===== config.mk =====
export PLATFORM = sky130hd
export DESIGN_NAME = trap_dispatch
export DESIGN_NICKNAME = d
export VERILOG_FILES = /design/src/rtl/trap_disp_pkg.sv /design/src/rtl/trap_disp_ctrl.sv /design/src/rtl/trap_disp_datapath.sv /design/src/rtl/trap_dispatch.sv
export SDC_FILE = /design/constraint.sdc
export NUM_CORES = 1
export LEC_CHECK = 0
export ABC_AREA = 0
export BUFFER_PORTS_ARGS = -buffer_cell sky130_fd_sc_hd__buf_2
export CORE_MARGIN = 8
export CORE_UTILIZATION = 29
export CTS_BUF_LIST = sky130_fd_sc_hd__clkbuf_4
export CTS_CLUSTER_DIAMETER = 60
export DETAILED_ROUTE_END_ITERATION = 8
export GPL_TIMING_DRIVEN = 0
export PLACE_DENSITY_LB_ADDON = 0.3
export SLEW_MARGIN = 20
export SYNTH_ARGS = -nofsm -noshare
export SYNTH_HDL_FRONTEND = slang
export SYNTH_SLANG_ARGS = --single-unit

===== constraint.sdc =====
create_clock -name clk -period 3.25 [get_ports clk]
set_input_delay 0.325 -clock clk [delete_from_list [all_inputs] [get_ports clk]]
set_output_delay 0.325 -clock clk [all_outputs]
set_load 0.005 [all_outputs]

===== src/rtl/trap_disp_pkg.sv =====
package trap_disp_pkg;
  typedef enum logic [2:0] {
    PATH_IDLE     = 3'd0,
    PATH_RECOVER  = 3'd1,
    PATH_WATCHDOG = 3'd2,
    PATH_HYPER    = 3'd3,
    PATH_PRIV     = 3'd4,
    PATH_ERROR    = 3'd5
  } pathSel_e;

  typedef enum logic [1:0] {
    LVL_USER  = 2'd0,
    LVL_PRIV  = 2'd1,
    LVL_HYPER = 2'd2
  } privLvl_e;

  typedef struct packed {
    logic load;
    logic selRecover;
    logic selWatchdog;
    logic selHyper;
    logic selPriv;
    logic selError;
    logic tlAboveZero;
  } dispCtrl_t;
endpackage


===== src/rtl/trap_disp_ctrl.sv =====
module trap_disp_ctrl
  import trap_disp_pkg::*;
#(
  parameter int MAX_TL         = 6,
  parameter int MAX_PTL        = 2,
  parameter int TL_W           = 3,
  parameter int TYPE_W         = 9,
  parameter int HYPER_TYPE_MIN = 384
) (
  input  logic              reqValid,
  input  logic [TL_W-1:0]   trapLevel,
  input  logic              redBit,
  input  logic              hprivBit,
  input  logic              privBit,
  input  logic [TYPE_W-1:0] trapType,
  output dispCtrl_t         ctrl
);
  localparam int RECOVER_TL = MAX_TL - 1;

  privLvl_e curLvl;
  privLvl_e targetLvl;
  logic     atRecoverLvl;
  logic     atErrorLvl;
  logic     aboveGuestMax;
  logic     highType;

  always_comb begin
    if (hprivBit)     curLvl = LVL_HYPER;
    else if (privBit) curLvl = LVL_PRIV;
    else              curLvl = LVL_USER;
    targetLvl = (curLvl == LVL_HYPER) ? LVL_HYPER : LVL_PRIV;
  end

  assign atRecoverLvl  = (int'(trapLevel) == RECOVER_TL);
  assign atErrorLvl    = (int'(trapLevel) >= MAX_TL);
  assign aboveGuestMax = (int'(trapLevel) > MAX_PTL);
  assign highType      = (int'(trapType) >= HYPER_TYPE_MIN);

  always_comb begin
    ctrl             = '0;
    ctrl.load        = reqValid;
    ctrl.tlAboveZero = (trapLevel != '0);
    if (redBit || atRecoverLvl)                         ctrl.selRecover  = 1'b1;
    else if (atErrorLvl)                                ctrl.selError    = 1'b1;
    else if (aboveGuestMax && targetLvl == LVL_PRIV)    ctrl.selWatchdog = 1'b1;
    else if (targetLvl == LVL_HYPER || highType)        ctrl.selHyper    = 1'b1;
    else                                                ctrl.selPriv     = 1'b1;
  end
endmodule


===== src/rtl/trap_disp_datapath.sv =====
module trap_disp_datapath
  import trap_disp_pkg::*;
#(
  parameter int ADDR_W = 64,
  parameter int TYPE_W = 9
) (
  input  logic              clk,
  input  logic              rstN,
  input  dispCtrl_t         ctrl,
  input  logic [TYPE_W-1:0] trapType,
  input  logic [ADDR_W-1:0] hyperBase,
  input  logic [ADDR_W-1:0] privBase,
  output logic              outValid,
  output logic              errorState,
  output logic [2:0]        pathCode,
  output logic [TYPE_W-1:0] handlerType,
  output logic [ADDR_W-1:0] handlerPc,
  output logic [ADDR_W-1:0] handlerNpc
);
  localparam logic [ADDR_W-1:0] RECOVER_BASE = ADDR_W'(40'hFFF0000000);
  localparam logic [ADDR_W-1:0] MASK8        = ADDR_W'(8'hFF);
  localparam logic [ADDR_W-1:0] MASK14       = ADDR_W'(14'h3FFF);
  localparam logic [ADDR_W-1:0] MASK15       = ADDR_W'(15'h7FFF);
  localparam logic [ADDR_W-1:0] BIT14        = ADDR_W'(15'h4000);
  localparam logic [ADDR_W-1:0] INSN_BYTES   = ADDR_W'(4);

  logic [TYPE_W-1:0] effType;
  logic [ADDR_W-1:0] typeShift;
  logic [ADDR_W-1:0] nextPc;
  pathSel_e          nextPath;

  always_comb begin
    if (ctrl.selRecover)       effType = TYPE_W'(5);
    else if (ctrl.selWatchdog) effType = TYPE_W'(2);
    else                       effType = trapType;
    typeShift = ADDR_W'(effType) << 5;
  end

  always_comb begin
    nextPc   = '0;
    nextPath = PATH_PRIV;
    if (ctrl.selRecover) begin
      nextPath = PATH_RECOVER;
      nextPc   = RECOVER_BASE | (typeShift & MASK8);
    end else if (ctrl.selError) begin
      nextPath = PATH_ERROR;
      nextPc   = '0;
    end else if (ctrl.selWatchdog || ctrl.selHyper) begin
      nextPath = ctrl.selWatchdog ? PATH_WATCHDOG : PATH_HYPER;
      nextPc   = (hyperBase & ~MASK14) | (typeShift & MASK14);
    end else begin
      nextPath = PATH_PRIV;
      nextPc   = (privBase & ~MASK15) | (ctrl.tlAboveZero ? BIT14 : '0)
               | (typeShift & MASK14);
    end
  end

  always_ff @(posedge clk) begin
    if (!rstN) begin
      outValid    <= 1'b0;
      errorState  <= 1'b0;
      pathCode    <= PATH_IDLE;
      handlerType <= '0;
      handlerPc   <= '0;
      handlerNpc  <= '0;
    end else begin
      outValid <= ctrl.load;
      if (ctrl.load) begin
        errorState  <= ctrl.selError;
        pathCode    <= nextPath;
        handlerType <= effType;
        handlerPc   <= nextPc;
        handlerNpc  <= ctrl.selError ? '0 : nextPc + INSN_BYTES;
      end
    end
  end
endmodule


===== src/rtl/trap_dispatch.sv =====
module trap_dispatch
  import trap_disp_pkg::*;
#(
  parameter int MAX_TL  = 6,
  parameter int MAX_PTL = 2,
  parameter int TL_W    = $clog2(MAX_TL + 2),
  parameter int TYPE_W  = 9,
  parameter int ADDR_W  = 64
) (
  input  logic              clk,
  input  logic              rstN,
  input  logic              reqValid,
  input  logic [TL_W-1:0]   trapLevel,
  input  logic              redBit,
  input  logic              hprivBit,
  input  logic              privBit,
  input  logic [TYPE_W-1:0] trapType,
  input  logic [ADDR_W-1:0] hyperBase,
  input  logic [ADDR_W-1:0] privBase,
  output logic              outValid,
  output logic              errorState,
  output logic [2:0]        pathCode,
  output logic [TYPE_W-1:0] handlerType,
  output logic [ADDR_W-1:0] handlerPc,
  output logic [ADDR_W-1:0] handlerNpc
);
  dispCtrl_t ctrl;

  trap_disp_ctrl #(
    .MAX_TL(MAX_TL), .MAX_PTL(MAX_PTL), .TL_W(TL_W), .TYPE_W(TYPE_W)
  ) ctrl_i (
    .reqValid(reqValid), .trapLevel(trapLevel), .redBit(redBit),
    .hprivBit(hprivBit), .privBit(privBit), .trapType(trapType), .ctrl(ctrl)
  );

  trap_disp_datapath #(.ADDR_W(ADDR_W), .TYPE_W(TYPE_W)) dp_i (
    .clk(clk), .rstN(rstN), .ctrl(ctrl), .trapType(trapType),
    .hyperBase(hyperBase), .privBase(privBase), .outValid(outValid),
    .errorState(errorState), .pathCode(pathCode), .handlerType(handlerType),
    .handlerPc(handlerPc), .handlerNpc(handlerNpc)
  );
endmodule


# Yosys cells after proc, flatten, opt, wreduce, memory -nomap -nowiden
# Cells that the tools add are included.
# word_totals
out_inout_bits	142
word_cells	44
reg_bits	142
input_bits	146
# classes
magnitude_cmp	3
bitwise_logic	3
n_mux	22
addsub	1
n_reduce_logical	5
eq_ne	4
# ops
cell	n
$mux 64	4
$or 64x14->64	2
$add 64x3->64 const B	1
$or 64x64->64	1
$mux 9	2
$mux 15	1
$mux 3	4
$ge 9x9->1 const B	1
$mux 1	7
$mux 2	3
$eq 2x2->1 const B	2
$mux 4	1
$eq 3x3->1 const B	1
$ge 3x3->1 const B	1
$gt 3x2->1 const B	1
$logic_or 1x1->1	3
$reduce_bool 3->1	1
$eq 2x1->1 const B	1
$logic_and 1x1->1	1

# Longest topological paths before layout
# logic_depth
ltp_word	18
mapped_depth	7
depth_no_buf	4

# Cells and area by module
# A second synthesis with hierarchy kept.
# hier_totals
hier_cells	543
area_unflattened_um2	5352.6
# by_module_without_submodules
mod	seq_area_each_um2	area_each_um2	instances	cells_per_inst
trap_disp_datapath	2662.6	5258.8	1	526
trap_disp_ctrl	0.0	93.8	1	17

# Worst setup path before layout
# No wires, ideal clock.
# synth_path
path_type	input to register
startpoint	input port trapLevel[0]
endpoint	register dp_i.handlerPc[31]
slack_ns	1.805
stages	6
setup_ns	0.120
arrival_ns	1.326
t_required_ns	3.130
path_buffers	2
path_cell_list	buf_2 o21ai_2 o211a_4 buf_2 nor2_1 a211o_1
# synth_between
elab_chain_len	9
elab_cells_between_ends	15
classes_between	order compare (2); eq/ne (1); mux (9); reduce/logical (3)
# synth_lines
item	line_no	rtl
start, declared	trap_dispatch.sv:13	input logic [TL_W-1:0] trapLevel,
$gt 3x2->1	trap_disp_ctrl.sv:36	assign aboveGuestMax = (int'(trapLevel) > MAX_PTL);
$logic_and 1x1->1	trap_disp_ctrl.sv:45	else if (aboveGuestMax && targetLvl == LVL_PRIV) ctrl.selWatchdog = 1'b1;
$mux 1 / $mux 2 (equally long branches)	trap_disp_ctrl.sv:45	
$mux 3	trap_disp_ctrl.sv:44	else if (atErrorLvl) ctrl.selError = 1'b1;
$mux 4	trap_disp_ctrl.sv:43	if (redBit || atRecoverLvl) ctrl.selRecover = 1'b1;
$logic_or 1x1->1	trap_disp_datapath.sv:48	end else if (ctrl.selWatchdog || ctrl.selHyper) begin
$mux 64	trap_disp_datapath.sv:48	
$mux 64	trap_disp_datapath.sv:45	end else if (ctrl.selError) begin
$mux 64 (*)	trap_disp_datapath.sv:42	if (ctrl.selRecover) begin
end signal, assigned	trap_disp_datapath.sv:72	handlerPc <= nextPc;
end, declared	trap_disp_datapath.sv:17	output logic [ADDR_W-1:0] handlerPc,
# Mark *: on every way between the ends. The rest lies on a longest branch, timed or not.
# A chain may end at the register's enable or synchronous reset.

# Worst setup path in the final report
# layout_path
startpoint	register dp_i.handlerNpc[25]
endpoint	output port handlerNpc[25]
# layout_rtl
item	line_no	rtl
start, declared	trap_disp_datapath.sv:18	output logic [ADDR_W-1:0] handlerNpc
start signal, assigned	trap_disp_datapath.sv:73	handlerNpc <= ctrl.selError ? '0 : nextPc + INSN_BYTES;
end, declared	trap_dispatch.sv:25	output logic [ADDR_W-1:0] handlerNpc
# No word-level cell between the ends.

==> results.sh <==
export IMPL_top_layer="met5"
export IMPL_rsz0062_at_grt="false"
export IMPL_wl_per_cell_um=17.8
export IMPL_total_power_w=0.00355
export IMPL_crit_arrival_ps=1050
export IMPL_grt_total_usage_pct=16.6
export IMPL_drive_gt1_share_pct=33.2
export IMPL_path_clk_slew_ps=120
export IMPL_fin_crit_ps=1370
export IMPL_finalMaxSlewViolations=0
export IMPL_cp_num_buf_inv=1
export IMPL_seqPwrFrac_pct=49.2
export IMPL_finalWorstSetupSlack_ps=1880
export IMPL_finClkSkew_ps=0
export IMPL_ys_ff_latch=133
export IMPL_drt_met1_wl_um=9860
export IMPL_synthCells=709
export IMPL_grt_overflow_total=0
export IMPL_switching_power_w=0.00103
export IMPL_start_kind="register"
export IMPL_cts_sinks=133
export IMPL_pwr_share_clk_pct=33.7
export IMPL_rows=53
export IMPL_wirelength_um=22700
export IMPL_drcViolationCount=0
export IMPL_ios=288
export IMPL_slowest_stage="dfxtp_1"
export IMPL_maxCapViolations=0
export IMPL_place_hpwl_um=17800
export IMPL_setup_viol=0
export IMPL_clk_path_buf_depth=2
export IMPL_comb_power_share_pct=17.1
export IMPL_antenna_found_initial=9
export IMPL_layout_common_cells="buf_2 (268), dfxtp_1 (133), nor2b_1 (104)"
export IMPL_grt_pass1_wl_um=34000
export IMPL_numCtsBuffers=17
export IMPL_wl_met3_um=1640
export IMPL_final_nets=1132
export IMPL_dr_pass1_iters=4
export IMPL_async_flop_share_pct=0
export IMPL_mostFrequentLayoutCell="buf_2"
export IMPL_setup_tns_ps=0
export IMPL_worstMarginPinSlew_ps=590
export IMPL_viasPerCell=4.73
export IMPL_ys_types=38
export IMPL_switching_share_pct=29.1
export IMPL_start_util_pct=29.5
export IMPL_slowest_delay_ps=370
export IMPL_status="completed"
export IMPL_finalHoldViolCount=0
export IMPL_syn_area_per_cell_um2=8.75
export IMPL_cts_tree="yes"
export IMPL_die_h_um=162
export IMPL_cp_cell_sequence="buf_2"
export IMPL_portBuffers=246
export IMPL_peakVddDrop_uv=260
export IMPL_synth_edff_count=0
export IMPL_pre_cts_slack_ps=1310
export IMPL_synth_warnings=0
export IMPL_synth_top_cell_by_area="dfxtp_1"
export IMPL_hold_class="in2reg"
export IMPL_dr_total_vias=6052
export IMPL_dr_first_iter_drc_count=344
export IMPL_cp_required_ps=2920
export IMPL_netlist_area_um2=6210
export IMPL_die_area_um2=26300
export IMPL_fin_crit_sh_pct=42.2
export IMPL_crit_path_max_fanout=2
export IMPL_worstSetupEndpointType="output port"
export IMPL_relSlewSlack_pct=60.7
export IMPL_clk_latency_ps=530
export IMPL_fillCellCount=2199
export IMPL_fmax_mhz=729
export IMPL_met2_length_um=10800
export IMPL_ant_nets=0
export IMPL_p_leak_nw=3.77
export IMPL_grt_max_degree=17
export IMPL_grt_pass1_vias=5900
export IMPL_fp_dieW_um=162
export IMPL_core_area_um2=21000
export IMPL_seq_area_frac_synth_pct=42.9
export IMPL_cts_root_buf="clkbuf_4"
export IMPL_synthToLayoutAreaGrowth_pct=31.7
export IMPL_place_congestion=0.787
export IMPL_synth_main_ff_cell="dfxtp_1"
export IMPL_yosysTopAreaCellShare_pct=42.9
export IMPL_path_class="reg2out"
export IMPL_h_tree_depth=4
export IMPL_cpLargestDelayFamily="flip-flops"
export IMPL_p_int_w=0.00251
export IMPL_powerDensity_nw_per_um2=434
export IMPL_synthTopCellsByArea="dfxtp_1 (43%), o21a_1 (11%), nor2b_1 (10%)"
-- stage by stage --
| stage | util [%] | hold WS (ps) | area (um^2) | instances |
|---|---|---|---|---|
| floorplan | - | 461 | 6240 | 717 |
| global placement | 37.2 | 448 | 7810 | 1238 |
| detailed placement | 37.2 | 455 | 7810 | 1238 |
| CTS | 38.8 | 7.94 | 8160 | 1273 |
| global route | 38.9 | 13.2 | 8170 | 1279 |
| finish | 38.9 | 73.3 | 8170 | 1280 |
-- layer usage --
metal,vias up,track usage (%)
met2,174,26.4
met1,2811,20.2
met4,6,6.36
met3,25,5.64
li1,3036,-
met5,-,0
-- sequential cells by signal, summed over array words and instances, names as in the netlist --
signal / cells
dp_i.handlerType: 9
dp_i.errorState: 1
dp_i.handlerNpc: 60
dp_i.handlerPc: 59
dp_i.pathCode: 3
dp_i.outValid: 1
-- power by group through the flow --
| stage | combinational (W) | sequential [W] | clock [W] |
|---|---|---|---|
| floorplan | 0.000326 | 0.00179 | 0 |
| global placement | 0.000601 | 0.00178 | 0 |
| detailed placement | 0.000606 | 0.00178 | 0 |
| CTS | 0.000611 | 0.00175 | 0.00124 |
| global route | 0.000663 | 0.00176 | 0.00132 |
| finish | 0.000606 | 0.00175 | 0.00119 |
-- synthesized netlist by cell type, types with 6 or more instances --
cell type  number
a211o_1        12
a21boi_1       12
a21oi_1        58
a21oi_2         6
a32oi_1         6
and4_1         12
buf_2          22
buf_4          15
clkbuf_1       30
dfxtp_1       133
mux2i_1        13
nand2_1        21
nand3_1        49
nor2_1         19
nor2b_1       104
nor3_1         14
o21a_1         90
o21ai_0        26
o21ai_1        33
-- kinds of logic (layout without fill, tap and decap cells) --
family	Yosys count	in the layout	synth area share (%)
other	1	16	0.0604
buffers and inverters	76	357	6.55
DFF	133	133	42.9
AOI/OAI and AO/OA	253	253	27.0
muxes	13	13	2.10
and+or+nand+nor	233	233	21.4
-- final timing paths --
path / start / endpoint / slack (ps) / depth (start not counted)
max: dp_i.handlerNpc[25]$_SDFFE_PN0P_ / handlerNpc[25] / 1880 / 1
min: trapType[6] / dp_i.handlerNpc[11]$_SDFFE_PN0P_ / 70 / 3
max reg2reg: dp_i.handlerPc[31]$_SDFFE_PN0P_ / dp_i.handlerPc[31]$_SDFFE_PN0P_ / 2190 / 3
min reg2reg: dp_i.handlerPc[10]$_SDFFE_PN0P_ / dp_i.handlerPc[10]$_SDFFE_PN0P_ / 470 / 2
-- cell type report --
| class | count | area [um^2] | area share, % |
|---|---|---|---|
| antenna | 7 | 17.5 | 0.214 |
| buffer | 72 | 392 | 4.79 |
| clock buffer | 17 | 128 | 1.56 |
| clock inverter | 14 | 176 | 2.16 |
| inverter | 4 | 15.0 | 0.184 |
| multi-input combinational | 508 | 3170 | 38.7 |
| sequential | 133 | 2660 | 32.6 |
| tap | 275 | 344 | 4.21 |
| timing repair buffer | 250 | 1270 | 15.6 |
-- what timing repair did --
action / CTS / global route
endpoints found under the hold margin: 6 / 0
hold buffers: 4 / 0
buffers inserted: 0 / 0
resized for setup: 0 / 0
setup endpoints to repair: 0 / 0
(Power assumes the default switching activity.)
